**config.mk**
```make
export PLATFORM = sky130hd
export DESIGN_NAME = slave_irq_status_ctrl
export DESIGN_NICKNAME = d
export VERILOG_FILES = /design/src/rtl/sisc_pkg.sv /design/src/rtl/sisc_ctrl.sv /design/src/rtl/sisc_dp.sv /design/src/rtl/slave_irq_status_ctrl.sv
export SDC_FILE = /design/constraint.sdc
export NUM_CORES = 1
export LEC_CHECK = 0
export BUFFER_PORTS_ARGS = -buffer_cell sky130_fd_sc_hd__buf_4
export CORE_AREA = 2 2 56 58
export CTS_CLUSTER_SIZE = 16
export DETAILED_ROUTE_END_ITERATION = 6
export DIE_AREA = 0 0 58 60
export PLACE_DENSITY = 0.78
export SLEW_MARGIN = 20
export SYNTH_ARGS = -nofsm -noshare
export SYNTH_HDL_FRONTEND = slang
export SYNTH_SLANG_ARGS = --single-unit
```
**constraint.sdc**
```tcl
create_clock -name clk -period 1.44 [get_ports clk]
set_input_delay 0.144 -clock clk [delete_from_list [all_inputs] [get_ports clk]]
set_output_delay 0.144 -clock clk [all_outputs]
set_load 0.02 [all_outputs]
```
**src/rtl/sisc_pkg.sv**
```systemverilog
package sisc_pkg;
  localparam int FLAG_N   = 3;
  localparam int FLAG_LSB = 2;

  typedef struct packed {
    logic setDrain;
    logic setBadBe;
    logic setBadBurst;
    logic wrStat;
    logic wrEnab;
    logic selStat;
    logic selEnab;
  } strobeT;
endpackage

```
**src/rtl/sisc_ctrl.sv**
```systemverilog
module sisc_ctrl
  import sisc_pkg::*;
#(
  parameter int DATA_W   = 32,
  parameter int BURST_W  = 8,
  parameter int CNT_W    = 8,
  parameter int ADDR_W   = 20,
  parameter logic [ADDR_W-1:0] STAT_OFF = 'h10500,
  parameter logic [ADDR_W-1:0] ENAB_OFF = 'h10504
) (
  input  logic               clk,
  input  logic               rstN,
  input  logic               regWrEn,
  input  logic [ADDR_W-1:0]  regAddr,
  input  logic               wrReqValid,
  input  logic [DATA_W/8-1:0] wrByteEn,
  input  logic [BURST_W-1:0] wrBurstCnt,
  input  logic [CNT_W-1:0]   pendCnt,
  output strobeT             strb
);
  localparam int BE_W = DATA_W / 8;

  logic [CNT_W-1:0] prevCnt;
  logic             beOk;
  logic             burstBad;

  // Legal patterns: one naturally aligned run of 2^k lanes.
  function automatic logic beLegal(input logic [BE_W-1:0] be);
    logic ok;
    logic [BE_W-1:0] mask;
    ok = 1'b0;
    for (int sz = 1; sz <= BE_W; sz = sz * 2) begin
      for (int off = 0; off < BE_W; off = off + sz) begin
        for (int b = 0; b < BE_W; b++) begin
          mask[b] = (b >= off) && (b < off + sz);
        end
        if (be == mask) ok = 1'b1;
      end
    end
    return ok;
  endfunction

  assign beOk = beLegal(wrByteEn);

  generate
    if (DATA_W == 32) begin : gBurst32
      assign burstBad = wrBurstCnt[0] && (wrBurstCnt > BURST_W'(1));
    end else begin : gBurstWide
      assign burstBad = 1'b0;
    end
  endgenerate

  always_ff @(posedge clk) begin
    if (!rstN) prevCnt <= '0;
    else       prevCnt <= pendCnt;
  end

  always_comb begin
    strb.setDrain    = (prevCnt != '0) && (pendCnt == '0);
    strb.setBadBe    = wrReqValid && !beOk;
    strb.setBadBurst = wrReqValid && burstBad;
    strb.selStat     = (regAddr == STAT_OFF);
    strb.selEnab     = (regAddr == ENAB_OFF);
    strb.wrStat      = regWrEn && strb.selStat;
    strb.wrEnab      = regWrEn && strb.selEnab;
  end
endmodule

```
**src/rtl/sisc_dp.sv**
```systemverilog
module sisc_dp
  import sisc_pkg::*;
(
  input  logic              clk,
  input  logic              rstN,
  input  strobeT            strb,
  input  logic [31:0]       regWrData,
  output logic [31:0]       regRdData,
  output logic              irqOut,
  output logic [FLAG_N-1:0] statVec,
  output logic [FLAG_N-1:0] enVec
);
  logic [FLAG_N-1:0] setVec;
  logic [FLAG_N-1:0] clrVec;

  assign setVec = {strb.setDrain, strb.setBadBe, strb.setBadBurst};
  assign clrVec = regWrData[FLAG_LSB +: FLAG_N] & {FLAG_N{strb.wrStat}};

  genvar i;
  generate
    for (i = 0; i < FLAG_N; i++) begin : gFlag
      always_ff @(posedge clk) begin
        if (!rstN)          statVec[i] <= 1'b0;
        else if (setVec[i]) statVec[i] <= 1'b1;
        else if (clrVec[i]) statVec[i] <= 1'b0;
      end
    end
  endgenerate

  always_ff @(posedge clk) begin
    if (!rstN)            enVec <= '0;
    else if (strb.wrEnab) enVec <= regWrData[FLAG_LSB +: FLAG_N];
  end

  always_comb begin
    regRdData = '0;
    if (strb.selStat)      regRdData[FLAG_LSB +: FLAG_N] = statVec;
    else if (strb.selEnab) regRdData[FLAG_LSB +: FLAG_N] = enVec;
  end

  assign irqOut = |(statVec & enVec);
endmodule

```
**src/rtl/slave_irq_status_ctrl.sv**
```systemverilog
module slave_irq_status_ctrl
  import sisc_pkg::*;
#(
  parameter int DATA_W   = 32,
  parameter int BURST_W  = 8,
  parameter int CNT_W    = 8,
  parameter int ADDR_W   = 20,
  parameter logic [ADDR_W-1:0] STAT_OFF = 'h10500,
  parameter logic [ADDR_W-1:0] ENAB_OFF = 'h10504
) (
  input  logic                clk,
  input  logic                rstN,
  input  logic                regWrEn,
  input  logic [ADDR_W-1:0]   regAddr,
  input  logic [31:0]         regWrData,
  output logic [31:0]         regRdData,
  input  logic                wrReqValid,
  input  logic [DATA_W/8-1:0] wrByteEn,
  input  logic [BURST_W-1:0]  wrBurstCnt,
  input  logic [CNT_W-1:0]    pendCnt,
  output logic                irqOut
);
  strobeT            strb;
  logic [FLAG_N-1:0] statVec;
  logic [FLAG_N-1:0] enVec;

  sisc_ctrl #(
    .DATA_W(DATA_W), .BURST_W(BURST_W), .CNT_W(CNT_W), .ADDR_W(ADDR_W),
    .STAT_OFF(STAT_OFF), .ENAB_OFF(ENAB_OFF)
  ) uCtrl (
    .clk(clk), .rstN(rstN), .regWrEn(regWrEn), .regAddr(regAddr),
    .wrReqValid(wrReqValid), .wrByteEn(wrByteEn), .wrBurstCnt(wrBurstCnt),
    .pendCnt(pendCnt), .strb(strb)
  );

  sisc_dp uDp (
    .clk(clk), .rstN(rstN), .strb(strb), .regWrData(regWrData),
    .regRdData(regRdData), .irqOut(irqOut), .statVec(statVec), .enVec(enVec)
  );
endmodule

```
==> results.py, run 1 <==
metrics = {
    "grt": {
        "grt_pass1_wl_um": 2863,
        "grt_remaining_overflow": 0,
        "antenna_found_initial": 0,
        "grtUsageTotal_pct": 10.44,
        "grt_start_max_net_pins": 12,
        "grt_pass1_vias": 718,
    },
    "finish": {
        "drive_gt1_share_pct": 35.40,
        "syn_to_final_growth_pct": 38.88,
        "design_area_um2": 1242,
        "fillers": 295,
        "instances_no_fill": 194,
        "n_antenna_cell": 0,
        "nNetsFinal": 239,
        "multi_input_area_um2": 508.0,
        "seq_area_um2": 280.3,
    },
    "pwr": {
        "p_leak_nw": 0.5915,
        "total_power_mw": 0.8270,
        "vdd_drop_max_v": 0.0003252,
        "powerDensity_nw_per_um2": 665.7,
    },
    "worst_setup_path": {
        "max_stage_delay_ns": 0.28,
        "critPathArrivalTime_ns": 1.19,
        "cp_slowest_cell": "nor4_2",
        "worstSetupPathType": "primary input to output pin",
        "crit_chain": "buf_4 -> nor4_2 -> and3_1 -> nand3_1 -> nor2_1 -> buf_4",
        "worst_setup_path_end_kind": "output pin",
        "cp_num_buf_inv": 2,
        "cp_max_fo": 3,
        "start_kind": "primary input",
        "critical_path.top_delay_family": "simple AND/OR/NAND/NOR gates",
        "cp.required_ns": 1.30,
        "critPathMostFrequentCell": "buf_4",
    },
    "placed_design": {
        "dpl.cell_count": 191,
        "placed_area_um2": 1199,
        "dp_hpwl_um": 1603,
        "gp_congestion": 0.7140,
        "port_buffers": 50,
    },
    "routing": {
        "drtIter0Drc": 24,
        "routedWlPerCell_um": 9.521,
        "met3_wirelength_um": 162,
        "drt_pre_antenna_iters": 5,
        "dr_total_vias": 846,
        "avgViaCountPerCell": 4.361,
        "drc_errors": 0,
        "topRoutingLayerUsed": "met3",
        "routed_wl_um": 1847,
        "wl_met1_um": 678,
        "wl_met2_um": 1007,
        "ant_nets": 0,
    },
    "clock_network": {
        "cts-root-buf": "clkbuf_4",
        "clock_sinks": 14,
        "cts_setup_buffers": 0,
        "cts-buffers-inserted": 3,
        "clk_pin_slew_ns": 0.07,
        "cts_buffer_depth": 2,
        "postCtsResizedCells": 0,
        "hold_buffers": 0,
        "clkLatencyLatePin_ns": 0.26,
        "htreeDepth": 1,
        "cts_tree": "done",
    },
    "die": {
        "die_h_um": 60,
        "core_area_um2": 2903,
        "start_util_pct": 30.82,
        "fp.dieW_um": 58,
        "rows": 20,
        "die_area_um2": 3480,
        "io_pins": 109,
    },
    "timing": {
        "fmax_mhz": 752.2,
        "min_period_over_period_pct": 92.33,
        "clock_skew_ns": 0.0005927,
        "setup_viol": 0,
        "drv_slew": 0,
        "fin_setup_tns_ns": 0,
        "hold_violations": 0,
        "grt_setup_unrepaired": "no",
        "period_needed_ns": 1.330,
    },
    "outcome": {
        "status": "finished, final reports clean",
    },
    "yosys": {
        "syn_area_per_cell_um2": 8.133,
        "syn-cell-area_um2": 894.6,
        "synth_cells": 110,
        "yosysSeqAreaShare_pct": 31.33,
        "yosysUniqueCellTypes": 24,
        "synth_warnings": 0,
        "synth.ff_latch_count": 14,
    },
    "job": {
        "max-cap-violations": 0,
    },
    "hold_path": {
        "worstHoldPathType": "primary input to register",
    },
}
-- metal layers --
layer / up-vias / GRT usage, %
met5: - / 0
met1: 370 / 11.42
met4: 0 / 4.983
li1: 433 / -
met3: 0 / 1.299
met2: 43 / 19.81
-- logic make-up (layout without fill, tap and decap cells) --
| kind of cell | Yosys count | count (layout) | synth area share, % |
|---|---|---|---|
| flip-flops | 14 | 14 | 31.33 |
| buffers and inverters | 33 | 56 | 26.01 |
| AO/OA/AOI/OAI | 15 | 15 | 9.371 |
| AND/OR/NAND/NOR | 44 | 44 | 29.51 |
| multiplexers | 3 | 3 | 3.357 |
| other | 1 | 29 | 0.4192 |
-- flip-flops by register name, indices dropped and copies added, names as in the netlist --
name	cells
uCtrl.prevCnt	8
uDp.statVec	3
uDp.enVec	3
-- stage by stage --
step	setup slack (ns)	util (%)	hold WS (ns)
floorplan	0.1387	-	0.2657
global placement	0.02576	41.29	0.3592
detailed placement	0.02154	41.29	0.3593
CTS	0.02011	42.07	0.08064
global route	0.01394	42.80	0.07817
finish	0.1105	42.80	0.08866
-- final cells by class --
| class | count | share of cell area, % |
|---|---|---|
| Multi-Input combinational cell | 91 | 40.89 |
| Clock buffer | 3 | 1.813 |
| Timing Repair Buffer | 51 | 30.82 |
| Tap cell | 33 | 3.323 |
| Inverter | 2 | 0.6042 |
| Sequential cell | 14 | 22.56 |
-- placed cells by master, fill, tap and decap left out --
master,instances
and2_1,8
nor4_2,1
nor4_4,1
o21ai_0,4
and3_1,2
inv_1,2
a21oi_1,6
nor4_1,5
nor2_1,4
buf_4,51
o311ai_0,1
clkbuf_4,3
nor3_1,3
nor4b_4,1
mux2i_1,3
o21ai_1,3
nand2_1,6
nand4_1,3
nand3_1,7
dfxtp_1,14
and4bb_1,1
and4_1,1
a222oi_1,1
conb_1,29
nor2b_1,1
-- Yosys cell counts --
cell type	n	area (µm²)
a21oi_1	6	30.03
a222oi_1	1	10.01
and2_1	8	50.05
and3_1	2	12.51
and4_1	1	8.760
and4bb_1	1	12.51
buf_4	29	217.7
clkbuf_1	2	7.510
conb_1	1	3.750
dfxtp_1	14	280.3
inv_1	2	7.510
mux2i_1	3	30.03
nand2_1	6	22.52
nand3_1	7	35.03
nand4_1	3	18.77
nor2_1	4	15.01
nor2b_1	1	6.260
nor3_1	3	15.01
nor4_1	6	37.54
nor4_4	1	21.27
nor4b_1	1	8.760
o21ai_0	4	20.02
o21ai_1	3	15.01
o311ai_0	1	8.760
-- power by group --
| group | internal [mW] | switching, mW | leakage, nW |
|---|---|---|---|
| sequential | 0.404 | 0.00689 | 0.116 |
| clock | 0.0964 | 0.0984 | 0.0138 |
| combinational | 0.103 | 0.118 | 0.462 |
| total | 0.603 | 0.224 | 0.592 |
-- final timing paths --
kind	start	endpoint	slack, ns	depth (start not counted)
hold / removal	pendCnt[0]	uCtrl.prevCnt[0]	0.09	2
setup / recovery	regAddr[15]	regRdData[2]	0.11	6
setup reg to reg	uCtrl.prevCnt[5]	uDp.statVec[2]	0.50	4
hold reg to reg	uDp.statVec[1]	uDp.statVec[1]	0.49	2
No activity file was read; power rests on OpenSTA's default activity.
==> inputs of run 2 (changes only) <==
- CELL_PAD_IN_SITES_DETAIL_PLACEMENT: default -> 1
- CELL_PAD_IN_SITES_GLOBAL_PLACEMENT: default -> 2
- CORE_AREA: 2 2 56 58 -> 2 2 83 85
- DIE_AREA: 0 0 58 60 -> 0 0 85 87
- PLACE_DENSITY: 0.78 -> default
- PLACE_DENSITY_LB_ADDON: default -> 0.12
==> run 2 against run 1 <==
Effect of this change:
- final cell count is 25% higher
- combinational power up 3%
- register-to-register slack about the same
- wire length rose by 39%
- hold slack better by 0.028 ns
- count of clock-buffer cells in the layout is 1 higher
- total power up 22%
==> results.py, run 2 (same netlist as run 1, synthesis figures left out) <==
metrics = {
    "outcome": {
        "status": "finished, final reports clean",
    },
    "timing": {
        "setup_viol": 0,
        "period_needed_ns": 1.354,
        "clock_skew_ns": 0.0009486,
        "grt_setup_unrepaired": "no",
        "fmax_mhz": 738.7,
        "drv_slew": 0,
        "hold_violations": 0,
        "min_period_over_period_pct": 94.01,
    },
    "finish": {
        "largest_reg_flops": 8,
        "fillers": 802,
        "drive_gt1_share_pct": 37.65,
        "reg.largest.list": "uCtrl.prevCnt (8), uDp.enVec (3), uDp.statVec (3)",
        "instances_no_fill": 242,
        "mostFrequentLayoutCells": "51 x buf_4, 29 x conb_1, 14 x dfxtp_1",
        "top_register": "uCtrl.prevCnt",
        "nNetsFinal": 239,
        "syn_to_final_growth_pct": 51.47,
        "n_antenna_cell": 0,
        "final_common_cell": "buf_4",
    },
    "worst_setup_path": {
        "critical_path.top_delay_family": "simple AND/OR/NAND/NOR gates",
        "worstSetupPathType": "primary input to output pin",
        "crit_chain": "buf_4 -> nor4b_4 -> and3_4 -> nand3_2 -> nor2_1 -> buf_4",
        "worst_setup_path_end_kind": "output pin",
        "critPathArrivalTime_ns": 1.21,
        "critPathMostFrequentCell": "buf_4",
        "cp_slowest_cell": "nor4b_4",
        "start_kind": "primary input",
        "max_stage_delay_ns": 0.30,
        "cp_num_buf_inv": 2,
        "cp.required_ns": 1.30,
        "cp_max_fo": 3,
    },
    "grt": {
        "grt_start_max_net_pins": 12,
        "antenna_found_initial": 0,
        "grt_pass1_vias": 860,
        "grt_remaining_overflow": 0,
        "grt_pass1_wl_um": 4098,
        "grtUsageTotal_pct": 6.948,
    },
    "pwr": {
        "p_leak_nw": 0.6061,
        "total_power_mw": 1.007,
        "vdd_drop_max_v": 0.0002458,
        "powerDensity_nw_per_um2": 743.3,
    },
    "clock_network": {
        "clk_pin_slew_ns": 0.06,
        "clock_sinks": 14,
        "htreeDepth": 1,
        "clkLatencyLatePin_ns": 0.24,
        "cts_buffer_depth": 2,
        "cts-root-buf": "clkbuf_8",
        "cts-buffers-inserted": 3,
        "cts_tree": "done",
    },
    "die": {
        "start_util_pct": 13.62,
        "fp.dieW_um": 85,
        "core_area_um2": 6569,
        "io_pins": 109,
        "die_h_um": 87,
        "die_area_um2": 7395,
        "rows": 30,
    },
    "routing": {
        "avgViaCountPerCell": 3.566,
        "drc_errors": 0,
        "drtIter0Drc": 15,
        "routedWlPerCell_um": 10.60,
        "ant_nets": 0,
        "drt_pre_antenna_iters": 4,
        "dr_total_vias": 863,
        "routed_wl_um": 2564,
    },
    "job": {
        "max-cap-violations": 0,
    },
    "placed_design": {
        "dp_hpwl_um": 2267,
        "dpl.cell_count": 238,
        "port_buffers": 50,
        "gp_congestion": 0.6655,
    },
    "hold_path": {
        "worstHoldPathType": "primary input to register",
    },
}
-- run 2: through the flow --
step                      cell area [µm²]  worst slack [ns]  hold slack (ns)  util [%]  setup TNS [ns]
final                                1355           0.08621           0.1167     20.63               0
after global routing                 1355           0.01650           0.1127     20.63               0
after CTS                            1334           0.03471           0.1090     20.30               0
after detailed placement             1257           -0.1105           0.3637     19.14         -0.4324
after global placement               1257          -0.05855           0.3640     19.14         -0.1897
after floorplan                     999.7            0.1387           0.2657         -               0
-- run 2: layer usage --
metal / vias up / track usage (%) / part of all wire [%] / wire length (µm)
met5: - / 0 / 0 / 0
met4: 0 / 3.896 / 1.6 / 40
met3: 2 / 1.043 / 9.3 / 238
met2: 43 / 12.14 / 48 / 1220
met1: 387 / 8.100 / 41 / 1064
li1: 431 / - / - / -
-- run 2: power by group --
group	internal (mW)	switching [mW]	leakage, nW
Clock	0.241	0.126	0.0288
Sequential	0.405	0.00773	0.116
Combinational	0.104	0.124	0.462
Total	0.750	0.257	0.606
-- run 2: path summary, 6_finish.rpt --
kind | from | end | slack, ns | cells past startpoint
worst max-delay path | regAddr[11] | regRdData[3] | 0.09 | 6
worst min-delay path | pendCnt[5] | uCtrl.prevCnt[5] | 0.12 | 2
worst max register to register | uCtrl.prevCnt[5] | uDp.statVec[2] | 0.51 | 4
worst min register to register | uDp.enVec[0] | uDp.enVec[0] | 0.50 | 2
-- run 2: cell type report --
type,instances,area (µm²),area share [%]
inverter,2,7.507,0.5540
timing repair buffer,51,382.9,28.25
sequential,14,280.3,20.68
multi-input combinational,91,529.3,39.06
tap,80,100.1,7.387
clock buffer,4,55.05,4.063
-- run 2: worst reg2reg max path, delay by kind of cell (launching register included) --
family           cells  cell delay (ns)
AO/OA/AOI/OAI        1             0.06
flip-flops           1             0.30
AND/OR/NAND/NOR      3             0.46
-- run 2: timing repair --
action	4_1_cts	5_1_grt
setup buffers	0	0
endpoints found under the hold margin	0	0
pin swaps	0	2
gates resized for setup	3	4
endpoints found under the setup margin	3	3
hold buffers	0	0
==> inputs of run 3 (changes only) <==
- CAP_MARGIN: default -> 20
- CORE_AREA: 2 2 83 85 -> 2 2 81 83
- CTS_BUF_LIST: default -> sky130_fd_sc_hd__clkbuf_4
- DIE_AREA: 0 0 85 87 -> 0 0 83 85
- SETUP_SLACK_MARGIN: default -> 0.3
==> run 3 against run 2 <==
Effect of this change:
- die area shrank 4.6%
- non-clock buffer count grew 4
- largest cell class unchanged
- count of clock-buffer cells in the layout shrank 1
- hold slack lost 0.036 ns
- clock power shrank 40%
- clock skew is essentially flat
- critical path depth shrank 3
- first-iteration DRC count shrank 13%
- cell area grew 4.8%
- final cell count grew 0.41%
- combinational power grew 5%
==> results.py, run 3 (same netlist as run 1, synthesis figures left out) <==
metrics = {
    "finish": {
        "drive_gt1_share_pct": 40.96,
        "syn_to_final_growth_pct": 58.74,
        "largest_reg_flops": 8,
        "n_antenna_cell": 0,
        "final_common_cell": "buf_4",
        "nNetsFinal": 243,
        "top_register": "uCtrl.prevCnt",
        "reg.largest.list": "uCtrl.prevCnt (8), uDp.enVec (3), uDp.statVec (3)",
        "mostFrequentLayoutCells": "46 x buf_4, 29 x conb_1, 13 x dfxtp_1",
        "design_area_um2": 1420,
    },
    "clock_network": {
        "cts-buffers-inserted": 3,
        "cts_buffer_depth": 2,
        "cts-root-buf": "clkbuf_4",
        "clock_sinks": 14,
        "cts_tree": "done",
        "hold_buffers": 0,
        "clkLatencyLatePin_ns": 0.27,
        "htreeDepth": 1,
        "clk_pin_slew_ns": 0.08,
    },
    "job": {
        "max-cap-violations": 0,
    },
    "pwr": {
        "p_leak_nw": 0.6255,
        "powerDensity_nw_per_um2": 612.6,
        "vdd_drop_max_v": 0.0001971,
    },
    "timing": {
        "min_period_over_period_pct": 91.61,
        "fmax_mhz": 758.1,
        "period_needed_ns": 1.319,
        "grt_setup_unrepaired": "yes",
        "hold_violations": 0,
        "fin_setup_tns_ns": 0,
        "setup_viol": 0,
        "drv_slew": 0,
        "clock_skew_ns": 0.0006399,
    },
    "routing": {
        "routedWlPerCell_um": 10.66,
        "avgViaCountPerCell": 3.733,
        "ant_nets": 0,
        "dr_total_vias": 907,
        "drtIter0Drc": 13,
        "drc_errors": 0,
        "drt_pre_antenna_iters": 4,
        "routed_wl_um": 2590,
    },
    "die": {
        "io_pins": 109,
        "core_area_um2": 6205,
        "die_h_um": 85,
        "rows": 29,
        "die_area_um2": 7055,
        "start_util_pct": 14.42,
        "fp.dieW_um": 83,
    },
    "grt": {
        "antenna_found_initial": 0,
        "grt_pass1_wl_um": 4098,
        "grt_pass1_vias": 920,
        "grt_remaining_overflow": 0,
        "grt_start_max_net_pins": 12,
        "grtUsageTotal_pct": 6.946,
    },
    "placed_design": {
        "port_buffers": 50,
        "dp_hpwl_um": 2286,
        "gp_congestion": 0.7262,
        "placed_area_um2": 1303,
    },
    "hold_path": {
        "worstHoldPathType": "primary input to register",
    },
    "worst_setup_path": {
        "rrSetupSlack_ns": 0.48,
        "worstSetupPathType": "register to output pin",
        "worst_r2r_startpoint": "uCtrl.prevCnt[1]",
        "reg2reg_depth": 4,
        "worst_setup_path_end_kind": "output pin",
        "startpoint": "uDp.enVec[2]",
        "critPathArrivalTime_ns": 1.18,
        "start_kind": "register",
        "cp.required_ns": 1.30,
        "r2r_end": "uDp.statVec[2]",
        "crit_end": "irqOut",
        "cp_max_fo": 3,
    },
    "outcome": {
        "status": "finished, final reports clean",
    },
}
run 3: cell count changes in the layout (fill, tap and decap cells not counted), sizes merged:
cell    change
buf         +4
clkbuf      -1
clkinv      +1
run 3: cell type report:
class	instances	area [µm²]
multi-input cells	91	561.8
clock inverters	1	3.754
fillers	732	4785
repair buffers	55	446.7
clock buffers	3	22.52
inverters	2	7.507
flip-flops and latches	14	281.5
well taps	77	96.34
run 3: power breakdown:
group	switching, mW	leakage [nW]	internal, mW	total [mW]
logic	0.128	0.494	0.111	0.239
clock network	0.119	0.0154	0.100	0.219
registers	0.00807	0.116	0.404	0.412
run 3: stage by stage:
stage / hold WS (ns) / utilization [%] / std cells / worst slack, ns / total power [mW]
4_1_cts: 0.07204 / 22.65 / 242 / 0.1136 / 0.8875
3_3_place_gp: 0.3608 / 20.99 / 235 / 0.06991 / 0.6445
5_1_grt: 0.07451 / 22.89 / 243 / 0.06063 / 0.9221
3_5_place_dp: 0.3620 / 20.99 / 235 / 0.07721 / 0.6483
6_report: 0.08051 / 22.89 / 243 / 0.1208 / 0.8700
2_1_floorplan: 0.2657 / - / 138 / 0.3243 / 0.5878
run 3: worst min path at each step:
stage               start               end  slack (ns)  cells after the start
2_1_floorplan  pendCnt[0]  uCtrl.prevCnt[0]        0.27                      1
3_3_place_gp   pendCnt[2]  uCtrl.prevCnt[2]        0.36                      2
3_5_place_dp   pendCnt[0]  uCtrl.prevCnt[0]        0.36                      2
4_1_cts        pendCnt[0]  uCtrl.prevCnt[0]        0.07                      2
5_1_grt        pendCnt[0]  uCtrl.prevCnt[0]        0.07                      2
6_report       pendCnt[0]  uCtrl.prevCnt[0]        0.08                      2
run 3: timing repair:
action / CTS / global route
pin swaps: 6 / 3
setup endpoints to repair: 4 / 4
resized for setup: 12 / 2
setup buffers: 3 / 1
run 3: worst max-delay path, cell delays in order (launching register included):
cell and delay, ns:
dfxtp_2 0.33, a222oi_1 0.33, inv_1 0.11, buf_6 0.14
run 3: routing by layer:
layer	vias to the layer above	share of wire, %	global-route usage, %	routed length (µm)
met3	2	8.2	0.9728	212
met4	0	0.73	2.235	19
li1	445	-	-	-
met1	410	38	8.045	992
met5	-	0	0	0
met2	50	53	13.12	1365
